### src/rtl/refsel_pkg.sv
package refsel_pkg;
    localparam int NUM_REFS = 2;

    typedef enum logic {
        PICK_FIRST  = 1'b0,
        PICK_SECOND = 1'b1
    } pick_e;

    typedef struct packed {
        pick_e                sel;
        logic [NUM_REFS-1:0]  flag;
        logic                 err;
    } top_state_t;
endpackage

### src/rtl/refsel_sync.sv
module refsel_sync #(
    parameter logic RST_VAL = 1'b0
) (
    input  logic clk,
    input  logic rst_n,
    input  logic din,
    output logic dout
);
    typedef struct packed {
        logic st1;
        logic st2;
    } sync_t;

    sync_t sync_d, sync_q;

    always_comb begin
        sync_d     = sync_q;
        sync_d.st1 = din;
        sync_d.st2 = sync_q.st1;
    end

    always_ff @(posedge clk or negedge rst_n) begin
        if (!rst_n) sync_q <= '{st1: RST_VAL, st2: RST_VAL};
        else        sync_q <= sync_d;
    end

    assign dout = sync_q.st2;
endmodule

### src/rtl/refsel_actmon.sv
module refsel_actmon #(
    parameter int TIMEOUT_CYC = 64
) (
    input  logic clk,
    input  logic rst_n,
    input  logic ref_i,
    output logic active_o,
    output logic loss_o
);
    localparam int TCW = (TIMEOUT_CYC > 2) ? $clog2(TIMEOUT_CYC) : 1;
    localparam logic [TCW-1:0] LAST = TCW'(TIMEOUT_CYC - 1);

    typedef struct packed {
        logic           prev;
        logic [TCW-1:0] cnt;
        logic           act;
    } mon_t;

    mon_t mon_d, mon_q;
    logic ref_s;
    logic rise;

    refsel_sync #(.RST_VAL(1'b0)) i_sync (
        .clk  (clk),
        .rst_n(rst_n),
        .din  (ref_i),
        .dout (ref_s)
    );

    assign rise = ref_s & ~mon_q.prev;

    always_comb begin
        mon_d      = mon_q;
        mon_d.prev = ref_s;
        loss_o     = 1'b0;
        if (rise) begin
            mon_d.cnt = '0;
            mon_d.act = 1'b1;
        end else if (mon_q.cnt == LAST) begin
            mon_d.act = 1'b0;
            loss_o    = mon_q.act;
        end else begin
            mon_d.cnt = mon_q.cnt + 1'b1;
        end
    end

    always_ff @(posedge clk or negedge rst_n) begin
        if (!rst_n) mon_q <= '0;
        else        mon_q <= mon_d;
    end

    assign active_o = mon_q.act;
endmodule

### src/rtl/refsel_initgate.sv
module refsel_initgate #(
    parameter int INIT_CYC = 3212800
) (
    input  logic clk,
    input  logic rst_n,
    input  logic pin_i,
    output logic pin_s_o,
    output logic done_o
);
    localparam int ICW = $clog2(INIT_CYC + 1);
    localparam logic [ICW-1:0] END_CNT = ICW'(INIT_CYC);

    typedef struct packed {
        logic [ICW-1:0] cnt;
    } gate_t;

    gate_t gate_d, gate_q;

    refsel_sync #(.RST_VAL(1'b1)) i_pin_sync (
        .clk  (clk),
        .rst_n(rst_n),
        .din  (pin_i),
        .dout (pin_s_o)
    );

    assign done_o = (gate_q.cnt == END_CNT);

    always_comb begin
        gate_d = gate_q;
        if (!done_o) gate_d.cnt = gate_q.cnt + 1'b1;
    end

    always_ff @(posedge clk or negedge rst_n) begin
        if (!rst_n) gate_q <= '0;
        else        gate_q <= gate_d;
    end
endmodule

### src/rtl/refsel_top.sv
module refsel_top
    import refsel_pkg::*;
#(
    parameter int TIMEOUT_CYC = 64,
    parameter int INIT_CYC    = 3212800
) (
    input  logic       clk_lo,
    input  logic       rst_n,
    input  logic       ref_a,
    input  logic       ref_b,
    input  logic       sel_pin,
    input  logic [1:0] clr_flags,
    output logic       ref_out,
    output logic       sel_idx,
    output logic       los_out,
    output logic       hold_req,
    output logic [1:0] dead_flag,
    output logic       init_err
);
    logic [NUM_REFS-1:0] refs;
    logic [NUM_REFS-1:0] act;
    logic [NUM_REFS-1:0] loss;
    logic                pin_s;
    logic                init_done;

    top_state_t st_d, st_q;

    assign refs = {ref_b, ref_a};

    for (genvar gi = 0; gi < NUM_REFS; gi++) begin : g_mon
        refsel_actmon #(.TIMEOUT_CYC(TIMEOUT_CYC)) i_mon (
            .clk     (clk_lo),
            .rst_n   (rst_n),
            .ref_i   (refs[gi]),
            .active_o(act[gi]),
            .loss_o  (loss[gi])
        );
    end

    refsel_initgate #(.INIT_CYC(INIT_CYC)) i_gate (
        .clk    (clk_lo),
        .rst_n  (rst_n),
        .pin_i  (sel_pin),
        .pin_s_o(pin_s),
        .done_o (init_done)
    );

    always_comb begin
        st_d      = st_q;
        // selection held on the first input until the window ends
        st_d.sel  = init_done ? (pin_s ? PICK_FIRST : PICK_SECOND) : PICK_FIRST;
        st_d.err  = st_q.err | (~init_done & ~pin_s);
        // loss event wins over a clear in the same cycle
        st_d.flag = loss | (st_q.flag & ~clr_flags);
    end

    always_ff @(posedge clk_lo or negedge rst_n) begin
        if (!rst_n) st_q <= '{sel: PICK_FIRST, flag: '0, err: 1'b0};
        else        st_q <= st_d;
    end

    assign sel_idx   = st_q.sel;
    assign ref_out   = st_q.sel ? ref_b : ref_a;
    assign los_out   = ~act[st_q.sel];
    assign hold_req  = init_done & ~act[st_q.sel];
    assign dead_flag = st_q.flag;
    assign init_err  = st_q.err;
endmodule

### config.mk
export PLATFORM = sky130hd
export DESIGN_NAME = refsel_top
export DESIGN_NICKNAME = d
export VERILOG_FILES = /design/src/rtl/refsel_pkg.sv /design/src/rtl/refsel_sync.sv /design/src/rtl/refsel_actmon.sv /design/src/rtl/refsel_initgate.sv /design/src/rtl/refsel_top.sv
export SDC_FILE = /design/constraint.sdc
export NUM_CORES = 1
export LEC_CHECK = 0
export BUFFER_PORTS_ARGS = -buffer_cell sky130_fd_sc_hd__buf_2
export CORE_MARGIN = 4
export CORE_UTILIZATION = 55
export DETAILED_ROUTE_END_ITERATION = 16
export GPL_ROUTABILITY_DRIVEN = 0
export PLACE_DENSITY = 0.77
export SYNTH_ARGS = -nofsm -noshare
export SYNTH_HDL_FRONTEND = slang
export SYNTH_SLANG_ARGS = --single-unit
### constraint.sdc
create_clock -name clk_lo -period 1.83 [get_ports clk_lo]
set_input_delay 0.0915 -clock clk_lo [delete_from_list [all_inputs] [get_ports clk_lo]]
set_output_delay 0.0915 -clock clk_lo [all_outputs]
set_load 0.02 [all_outputs]
==> results of run 1 <==
## repair_timing
action	in CTS	in global routing
buffers inserted	3	0
hold buffers	6	0
pin swaps	1	2
hold endpoints to repair	51	0
setup endpoints to repair	1	1
resized for setup	0	4
## critical path, cell delays in order (launching register included)
cell and delay (ns):
dfrtp_2 0.47, nor4_4 0.28, nand4_1 0.17, nor4_4 0.18, and2_1 0.18, buf_6 0.12
## where the power goes
group / total (mW) / internal, mW / switching, mW / leakage [nW]
Sequential: 1.19 / 1.13 / 0.0637 / 0.609
Combinational: 0.168 / 0.0835 / 0.0846 / 0.465
Clock: 0.614 / 0.308 / 0.306 / 0.0455
Total: 1.98 / 1.52 / 0.455 / 1.12
## synth_stat cells, types with 3 or more instances
master and instances:
dfrtp_1 46, nand3_1 9, mux2i_1 3, o21ai_0 4
xnor2_1 17, a31oi_1 5, nand4_1 9, nor2_1 10
nand2b_1 3, nor3_1 3, and4_1 4, nor2b_1 3
xor2_1 6, and3_1 4, nand2_1 10, ha_1 4
inv_1 7
## metrics by stage
stage          setup WS (ns)  TNS [ns]  utilization, %  hold slack [ns]  instances
2_1_floorplan         0.1686         0               -          -0.2041        171
3_3_place_gp          0.1981         0           60.42           0.1991        234
3_5_place_dp          0.1299         0           60.42           0.2011        234
4_1_cts              0.01286         0           65.14           0.3578        251
5_1_grt             -0.08858  -0.08858           65.58           0.3739        251
6_report             0.04519         0           65.58           0.3553        251
## metal layers
| layer | vias to the layer above | track usage, % | routed length [um] |
|---|---|---|---|
| li1 | 666 | - | - |
| met1 | 700 | 20.90 | 1618 |
| met2 | 36 | 27.65 | 1808 |
| met3 | 10 | 5.072 | 149 |
| met4 | 0 | 8.894 | 99 |
| met5 | - | 0 | 0 |
## area by class of cell
cell class / count / area [um2]
flip-flops and latches: 48 / 1205
multi-input cells: 115 / 843.3
fillers: 260 / 1260
clock buffers: 8 / 90.09
repair buffers: 25 / 176.4
inverters: 7 / 26.28
well taps: 48 / 60.06
## state kept, by name (all words and copies together) (netlist names)
name                       count
i_gate.gate_q                 22
g_mon.i_mon.mon_q             14
dead_flag                      2
g_mon.i_mon.active_o           2
g_mon.i_mon.i_sync.dout        2
g_mon.i_mon.i_sync.sync_d      2
i_gate.i_pin_sync.dout         1
i_gate.i_pin_sync.sync_d       1
init_err                       1
sel_idx                        1
## how the worst max path moves through the flow
stage	startpoint	to	slack [ns]
6_report	i_gate.gate_q[4]	hold_req	0.05
5_1_grt	i_gate.gate_q[2]	hold_req	-0.09
4_1_cts	i_gate.gate_q[5]	hold_req	0.01
3_5_place_dp	i_gate.gate_q[0]	i_gate.gate_q[1]	0.13
3_3_place_gp	i_gate.gate_q[0]	i_gate.gate_q[1]	0.20
2_1_floorplan	i_gate.gate_q[0]	i_gate.gate_q[1]	0.17
## kinds of logic (layout without fill, tap and decap cells)
family	Yosys count	in the layout	share of synthesized area [%]
xor gates and xnor gates	23	23	9.740
and+or+nand+nor	66	66	20.33
DFF	48	48	58.20
buffers and inverters	8	40	1.452
AOI/OAI and AO/OA	17	17	5.143
muxes	5	5	2.722
adders and majority gates	4	4	2.420
## cell usage in the layout, fill, tap and decap left out, types with 2 or more instances in the layout
cell type and n:
nand3_1 9, and3_1 4, buf_2 12, nor2b_1 3, dlygate4sd3_1 6, dfrtp_1 45
nand2b_1 3, xor2_1 6, clkbuf_8 6, nor3_1 3, ha_1 4, nor2_1 10
clkbuf_1 2, dfstp_2 2, buf_4 6, nand2_1 10, a21oi_1 2, a31oi_1 5
nand4_1 9, xnor2_1 17, inv_1 7, nor4_4 3, o21ai_0 4, and4_1 4
mux2i_1 3
==> metrics.txt, run 1 <==
core area 3661 um2; Critical Path RT 1.74 ns; Post-Syn Nets 182; Routed WL 3676 um; Starting Density 56.49%; synthesized instance count 171; total global routing overflow 0; via count 1412; Final Skew slightly above 0.005 ns; vias per inst 5.625; Reg2Reg Depth 4; fmax 560.3 MHz; dominant cells by area after synthesis dfrtp_1, xnor2_1, nand4_1, dfstp_2, xor2_1; Routed Antenna Nets 0; die span in y around 69 um; EDFF count, synth 0; Cell Pwr Density 823.3 nW/um2; Pre-antenna DRT Iters 4; RR Endpoint i_gate.gate_q[21]; fin nets 213; WHS Path Cells 0; Die Area 4805 um2; worst-margin pin slew 0.5786 ns; unrepaired setup endpoints after global routing yes; initial antenna violation count 0; ys flop type dfrtp_1; crit-path max FO 6; Seq cells post-synth 48; Hold Path End g_mon[1].i_mon.i_sync.dout; run status complete, no violations; Setup CP Type reg2out; first-pass GRT wire length approximately 6600 um; Synth area leader dfrtp_1; area grow syn2layout 16.09%; Max-Cap Viols 0; Root Driver clkbuf_8; DRC viols 0; worst endpoint data arrival time 1.69 ns; Worst Setup Start Kind register; largest net degree at the start of global routing 49; Final min period 1.785 ns; yosys warns 0; vias in the first global route 1444; reg2reg setup slack 0.17 ns; Post-DP HPWL 2590 um; post-synth top area share 55.66%; total track usage between 15 and 20%; Final Power slightly below 2 mW; H-tree Lvls 2; Max clock buf depth 2; Clock Pin Slew Worst Setup and Hold Paths 0.08 ns; Clock Latency Late Sink 0.29 ns; ys async rst share between 90% and 100%; Design Area, Final 2401 um2; final hold violation count 0; syn avg cell area 12.09 um2; final slew viol count 0; Post-DP Area 2212 um2; Antenna diodes 0; count of buffers from port buffering 13; Setup Viol. Count Final 0; Seq/Total Area, Yosys 58.20%; Post-Syn Area 2068 um2; hold path start g_mon[1].i_mon.i_sync.sync_d[0]; Period Utilization, post-route 97.53%; hold crit path type reg2reg; Rel. slew slack roughly three fifths; WL per Instance 14.65 um; Leakage Power approximately 1.1 nW; worst flop-to-flop path startpoint i_gate.gate_q[3]; number of cell rows 22; peak supply drop 581.1 uV; CTS tree yes; drt first-iter violations 72; Die X 69.32 um; total CTS buffers 5; synth unique cells 37; CP endpoint kind primary output; layout cells sized above 1 17.24%; CTS Sinks 48; IO Count 14
Power figures use the tool's default switching activity.
==> inputs of run 2 (changes only) <==
--- a/config.mk
+++ b/config.mk
@@ -10,7 +10,9 @@
 export CORE_UTILIZATION = 55
 export DETAILED_ROUTE_END_ITERATION = 16
 export GPL_ROUTABILITY_DRIVEN = 0
-export PLACE_DENSITY = 0.77
+export PLACE_DENSITY = 0.76
 export SYNTH_ARGS = -nofsm -noshare
 export SYNTH_HDL_FRONTEND = slang
+export SYNTH_HIERARCHICAL = 1
 export SYNTH_SLANG_ARGS = --single-unit
+export TNS_END_PERCENT = 30
==> run 2 against run 1 <==
Synthesized cell count is 6.4% higher. Area after synthesis increased by 3.5%. Worst hold slack lost 0.28 ns. Sequential cell count unchanged. Setup slack better by 0.018 ns. Routed wire length increased by 2.0%. Critical path depth is 2 higher. First-iteration DRC count is 36% lower. Via count is 3.8% higher. Clock power is essentially flat. Critical path type unchanged. Largest cell class unchanged.
==> metrics.txt, run 2 <==
run status complete, no violations; layout cells sized above 1 22.07% (+4.8 points); Rel. slew slack 62.94% (+1.5 points); Die Area 4955 um2 (+3.1%); CTS Sinks 48 (unchanged); Max-Cap Viols 0 (unchanged); most common cell in the synthesized netlist dfrtp_1; H-tree Lvls 2 (unchanged); number of cell rows 22 (unchanged); EDFF count, synth 0 (unchanged); worst endpoint data arrival time 1.67 ns (-0.02 ns); DP Worst Slack 0.2034 ns (+0.07350 ns); drt first-iter violations 46 (-36%); Critical Path RT 1.74 ns (about the same); setup ws final 0.06369 ns (+0.01850 ns); Period Utilization, post-route 96.52% (-1.0 points); CP endpoint kind primary output; commonest non-fill, non-tap cells in the layout dfrtp_1, xnor2_1, nand2_1; Setup CP Type reg2out; top flop regs i_gate/gate_q (22), g_mon.i_mon/mon_q (14); via count 1465 (+3.8%); Pre-antenna DRT Iters 4 (unchanged); post-synth top area share 53.77% (-1.9 points); total track usage 16.91% (-0.29 points); final hold violation count 0 (unchanged); die span in y 70.39 um (+1.5%); Post-Syn Nets 193 (+6.0%); Root Driver clkbuf_8; synthesized instance count 182 (+6.4%); Starting Density 57.61% (+1.1 points); Final min period 1.766 ns (-0.01850 ns); fmax 566.2 MHz (+1.0%); dpl cells 246 (+5.1%); Final Skew 0.003432 ns (-0.001672 ns); Biggest register i_gate/gate_q; largest net degree at the start of global routing 27 (-45%); syn avg cell area 11.76 um2 (-2.7%); Antenna diodes 0 (unchanged); Worst Setup Start Kind register; Max clock buf depth 2 (unchanged); Setup Viol. Count Final 0 (unchanged); Clock Latency Late Sink 0.29 ns (about the same); fillers 269 (+3.5%); post-route setup TNS 0 ns (unchanged); total CTS buffers 5 (unchanged); Final Non-Filler Cells 261 (+4.0%); utilization after layout 66.77% (+1.2 points); initial antenna violation count 0 (unchanged); Post-DP HPWL 2746 um (+6.0%); final slew viol count 0 (unchanged); Post-Syn Area 2141 um2 (+3.5%); vias per inst 5.613 (-0.22%); IO Count 14 (unchanged); Final Power 1.997 mW (+1.0%); max FFs per register 22 (unchanged); yosys warns 6 (+6); synth unique cells 36 (-2.7%); count of buffers from port buffering 13 (unchanged); vias in the first global route 1511 (+4.6%); Routed WL 3751 um (+2.0%); WL per Instance 14.37 um (-1.9%); Leakage Power 1.104 nW (-1.4%); dominant cells by area after synthesis dfrtp_1, xnor2_1, nand3_1, nand2_1, dfstp_2; CTS tree yes; first-pass GRT wire length 6644 um (+1.4%); DRC viols 0 (unchanged); peak supply drop 582.9 uV (+0.32%); worst-margin pin slew 0.5558 ns (-0.02275 ns); area grow syn2layout 15.90%; Seq/Total Area, Yosys 56.22% (-2.0 points); fin nets 223 (+4.7%); Cell Pwr Density 804.7 nW/um2 (-2.3%); hold crit path type in2reg; Clock Pin Slew Worst Setup and Hold Paths 0.08 ns (about the same); Seq cells post-synth 48 (unchanged); ys flop type dfrtp_1; core area 3716 um2 (+1.5%); commonest cells in the netlist dfrtp_1, xnor2_1, nand2_1; Synth area leader dfrtp_1; total global routing overflow 0 (unchanged); crit-path max FO 5 (-1); ys async rst share 100.0% (unchanged); unrepaired setup endpoints after global routing yes; commonest non-fill, non-tap cell in the layout dfrtp_1; Die X 70.39 um (+1.5%); Routed Antenna Nets 0 (unchanged)
[run 2: kinds of logic after synthesis]
logic type | share of synthesized area (%)
and+or+nand+nor | 22.74
DFF | 56.22
AOI/OAI and AO/OA | 6.428
xor gates and xnor gates | 8.591
buffers and inverters | 1.228
muxes | 2.455
adders and majority gates | 2.338
[run 2: power breakdown]
part / leakage, nW / switching, mW / total, mW / internal [mW]
clock network: 0.0455 / 0.309 / 0.617 / 0.308
registers: 0.609 / 0.0726 / 1.20 / 1.13
logic: 0.449 / 0.0968 / 0.175 / 0.0780
total: 1.10 / 0.478 / 2.00 / 1.52
[run 2: layout make-up]
type | count | area, um2 | share of cell area (%)
inverter | 7 | 26.28 | 1.059
multi-input combinational | 127 | 944.7 | 38.07
tap | 48 | 60.06 | 2.421
sequential | 48 | 1204 | 48.51
clock buffer | 8 | 90.09 | 3.631
timing repair buffer | 23 | 156.4 | 6.304
[run 2: through the flow]
stage	hold slack (ns)	cell area, um2
5_1_grt	0.05927	2481
6_report	0.07162	2481
4_1_cts	0.06359	2431
3_3_place_gp	0.09780	2288
2_1_floorplan	-0.2041	2141
3_5_place_dp	0.1134	2288
[run 2: routing by layer]
metal | global-route usage, % | vias to the layer above | routed length [um]
li1 | - | 708 | -
met1 | 20.49 | 731 | 1674
met2 | 28.90 | 20 | 1916
met3 | 4.029 | 6 | 109
met4 | 6.596 | 0 | 51
met5 | 0 | - | 0
[run 2: final timing paths]
check	startpoint	to	slack [ns]	cells after the start
worst min register to register	g_mon[0].i_mon/i_sync/sync_d[0]	g_mon[0].i_mon/i_sync/dout	0.35	0
max in group asynchronous	rst_n	i_gate/gate_q[13]	0.94	3
worst min-delay path	clr_flags[1]	dead_flag[1]	0.07	3
min in group asynchronous	rst_n	g_mon[0].i_mon/mon_q[5]	0.32	2
worst max register to register	i_gate/gate_q[0]	i_gate/gate_q[18]	0.14	6
worst max-delay path	i_gate/gate_q[0]	hold_req	0.06	7
[run 2: worst max-delay path, stage by stage (launching register included)]
cell     delay [ns]
dfrtp_1        0.44
inv_2          0.10
ha_4           0.12
and3b_1        0.15
nand4_1        0.14
nor2_2         0.17
and2_4         0.16
buf_6          0.11
[run 2: what timing repair did]
item / 4_1_cts / 5_1_grt
pin swaps: 1 / 2
hold buffers: 4 / 0
setup endpoints to repair: 1 / 1
hold endpoints to repair: 25 / 0
gates resized for setup: 2 / 8
buffers inserted: 0 / 3
==> inputs of run 3 (changes only) <==
--- a/config.mk
+++ b/config.mk
@@ -11,6 +11,7 @@
 export DETAILED_ROUTE_END_ITERATION = 16
 export GPL_ROUTABILITY_DRIVEN = 0
 export PLACE_DENSITY = 0.76
+export SETUP_SLACK_MARGIN = 0.2
 export SYNTH_ARGS = -nofsm -noshare
 export SYNTH_HDL_FRONTEND = slang
 export SYNTH_HIERARCHICAL = 1
==> run 3 against run 2 <==
Routed wire length grew 15%. Count of clock-buffer cells in the layout is the same. Register-to-register slack gained 0.09 ns. Total power grew 0.23%. Final area grew 5.8%. Core utilization grew 3.9 points. Fmax grew 3.8%. Clock skew is essentially flat. Via count grew 5.7%. Die area is the same. Sequential cell count is the same. Critical path type unchanged. Largest cell class unchanged. Largest power group unchanged.
==> metrics.txt, run 3 (synthesis results as in run 2) <==
max FFs per register 22 (unchanged); core area 3716 um2 (unchanged); final hold violation count 0 (unchanged); largest net degree at the start of global routing 27 (unchanged); drt first-iter violations 51 (+11%); Max clock buf depth 2 (unchanged); IO Count 14 (unchanged); fmax 587.8 MHz (+3.8%); Setup CP Type reg2out; Leakage Power 1.194 nW (+8.1%); worst-margin pin slew 0.5558 ns (+0.00001687 ns); Starting Density 57.61% (unchanged); final slew viol count 0 (unchanged); Clock Pin Slew Worst Setup and Hold Paths 0.08 ns (about the same); CP endpoint kind primary output; Period Utilization, post-route 92.96% (-3.6 points); worst endpoint data arrival time 1.61 ns (-0.06 ns); Post-DP HPWL 2746 um (unchanged); fin nets 235 (+5.4%); peak supply drop 587.1 uV (+0.72%); Biggest register i_gate/gate_q; hold crit path type in2reg; total track usage 18.63% (+1.7 points); Die Area 4955 um2 (unchanged); run status complete, no violations; Final Skew 0.003431 ns (-0.00000009000 ns); DRC viols 0 (unchanged); Final Power 2.001 mW (+0.23%); area grow syn2layout 22.68%; WL per Instance 15.87 um (+10%); Worst Setup Start Kind register; crit-path max FO 5 (unchanged); Final min period 1.701 ns (-0.06507 ns); total global routing overflow 0 (unchanged); first-pass GRT wire length 7279 um (+9.6%); initial antenna violation count 0 (unchanged); Design Area, Final 2626 um2 (+5.8%); number of cell rows 22 (unchanged); total CTS buffers 5 (unchanged); Setup Viol. Count Final 0 (unchanged); Rel. slew slack 62.94% (about the same); Root Driver clkbuf_8; unrepaired setup endpoints after global routing yes; count of buffers from port buffering 13 (unchanged); Critical Path RT 1.74 ns (about the same); Die X 70.39 um (unchanged); CTS Sinks 48 (unchanged); Routed Antenna Nets 0 (unchanged); H-tree Lvls 2 (unchanged); top flop regs i_gate/gate_q (22), g_mon.i_mon/mon_q (14); vias in the first global route 1614 (+6.8%); via count 1549 (+5.7%); commonest non-fill, non-tap cell in the layout dfrtp_1; Max-Cap Viols 0 (unchanged); Cell Pwr Density 762.0 nW/um2 (-5.3%); commonest non-fill, non-tap cells in the layout dfrtp_1, buf_4, xnor2_1; Clock Latency Late Sink 0.29 ns (about the same); die span in y 70.39 um (unchanged); CTS tree yes; layout cells sized above 1 29.78% (+7.7 points); Pre-antenna DRT Iters 4 (unchanged); Antenna diodes 0 (unchanged); Routed WL 4332 um (+15%); Post-DP Area 2288 um2 (unchanged); post-route setup TNS 0 ns (unchanged); vias per inst 5.674 (+1.1%)
-- run 3: cell count changes in the layout (fill, tap and decap cells not counted) --
cell,before,now
ha_1,3,2
ha_2,0,1
dfrtp_1,46,42
nor4_2,3,2
nand2_2,0,1
nand2_1,15,14
nor4_4,1,3
nand3_1,12,11
nor4b_2,2,1
dfrtp_2,0,4
nand3_4,3,4
nor4_1,1,0
buf_4,6,18
nor4b_4,0,1
-- run 3: per-layer routing --
metal | share of wire (%) | track usage, % | up-vias
met5 | 0 | 0 | -
met1 | 44 | 23.35 | 782
met4 | 1.5 | 8.085 | 0
met2 | 51 | 30.77 | 28
li1 | - | - | 731
met3 | 3.3 | 4.173 | 8
-- run 3: timing repair --
action / 4_1_cts / 5_1_grt
setup endpoints to repair: 2 / 11
hold endpoints to repair: 25 / 0
pin swaps: 7 / 4
gates resized for setup: 12 / 10
setup buffers: 12 / 3
hold buffers: 4 / 0
-- run 3: layout make-up --
| cell class | count | area (um2) |
|---|---|---|
| sequential | 48 | 1209 |
| fill | 258 | 1090 |
| multi-input combinational | 127 | 994.7 |
| timing repair buffer | 35 | 246.5 |
| clock buffer | 8 | 90.09 |
| tap | 48 | 60.06 |
| inverter | 7 | 26.28 |
-- run 3: worst paths after layout --
check,from,to,slack [ns],cells after the start
setup / recovery,i_gate/gate_q[14],hold_req,0.13,5
hold / removal,clr_flags[1],dead_flag[1],0.07,3
setup reg to reg,i_gate/gate_q[14],i_gate/gate_q[1],0.23,5
hold reg to reg,g_mon[0].i_mon/i_sync/sync_d[0],g_mon[0].i_mon/i_sync/dout,0.35,0
max in group asynchronous,rst_n,i_gate/gate_q[13],0.94,3
min in group asynchronous,rst_n,g_mon[0].i_mon/mon_q[5],0.31,2
-- run 3: stage by stage --
step | utilization, % | worst slack (ns) | instances | hold WS [ns]
6_report | 70.67 | 0.1288 | 273 | 0.06990
5_1_grt | 70.67 | 0.02423 | 273 | 0.05745
4_1_cts | 68.52 | 0.1616 | 270 | 0.06359
3_5_place_dp | 61.58 | 0.2034 | 246 | 0.1134
3_3_place_gp | 61.58 | 0.2562 | 246 | 0.09780
2_1_floorplan | - | 0.2992 | 182 | -0.2041
-- run 3: where the power goes --
| group | switching [mW] | internal (mW) |
|---|---|---|
| Sequential | 0.0730 | 1.13 |
| Clock | 0.313 | 0.308 |
| Combinational | 0.0968 | 0.0779 |
| Total | 0.483 | 1.52 |
-- run 3: critical path, stage by stage, from the launching register on --
cell	delay, ns
dfrtp_1	0.44
nor4_2	0.27
nand4_1	0.19
nor2_2	0.15
and2_4	0.16
buf_6	0.11
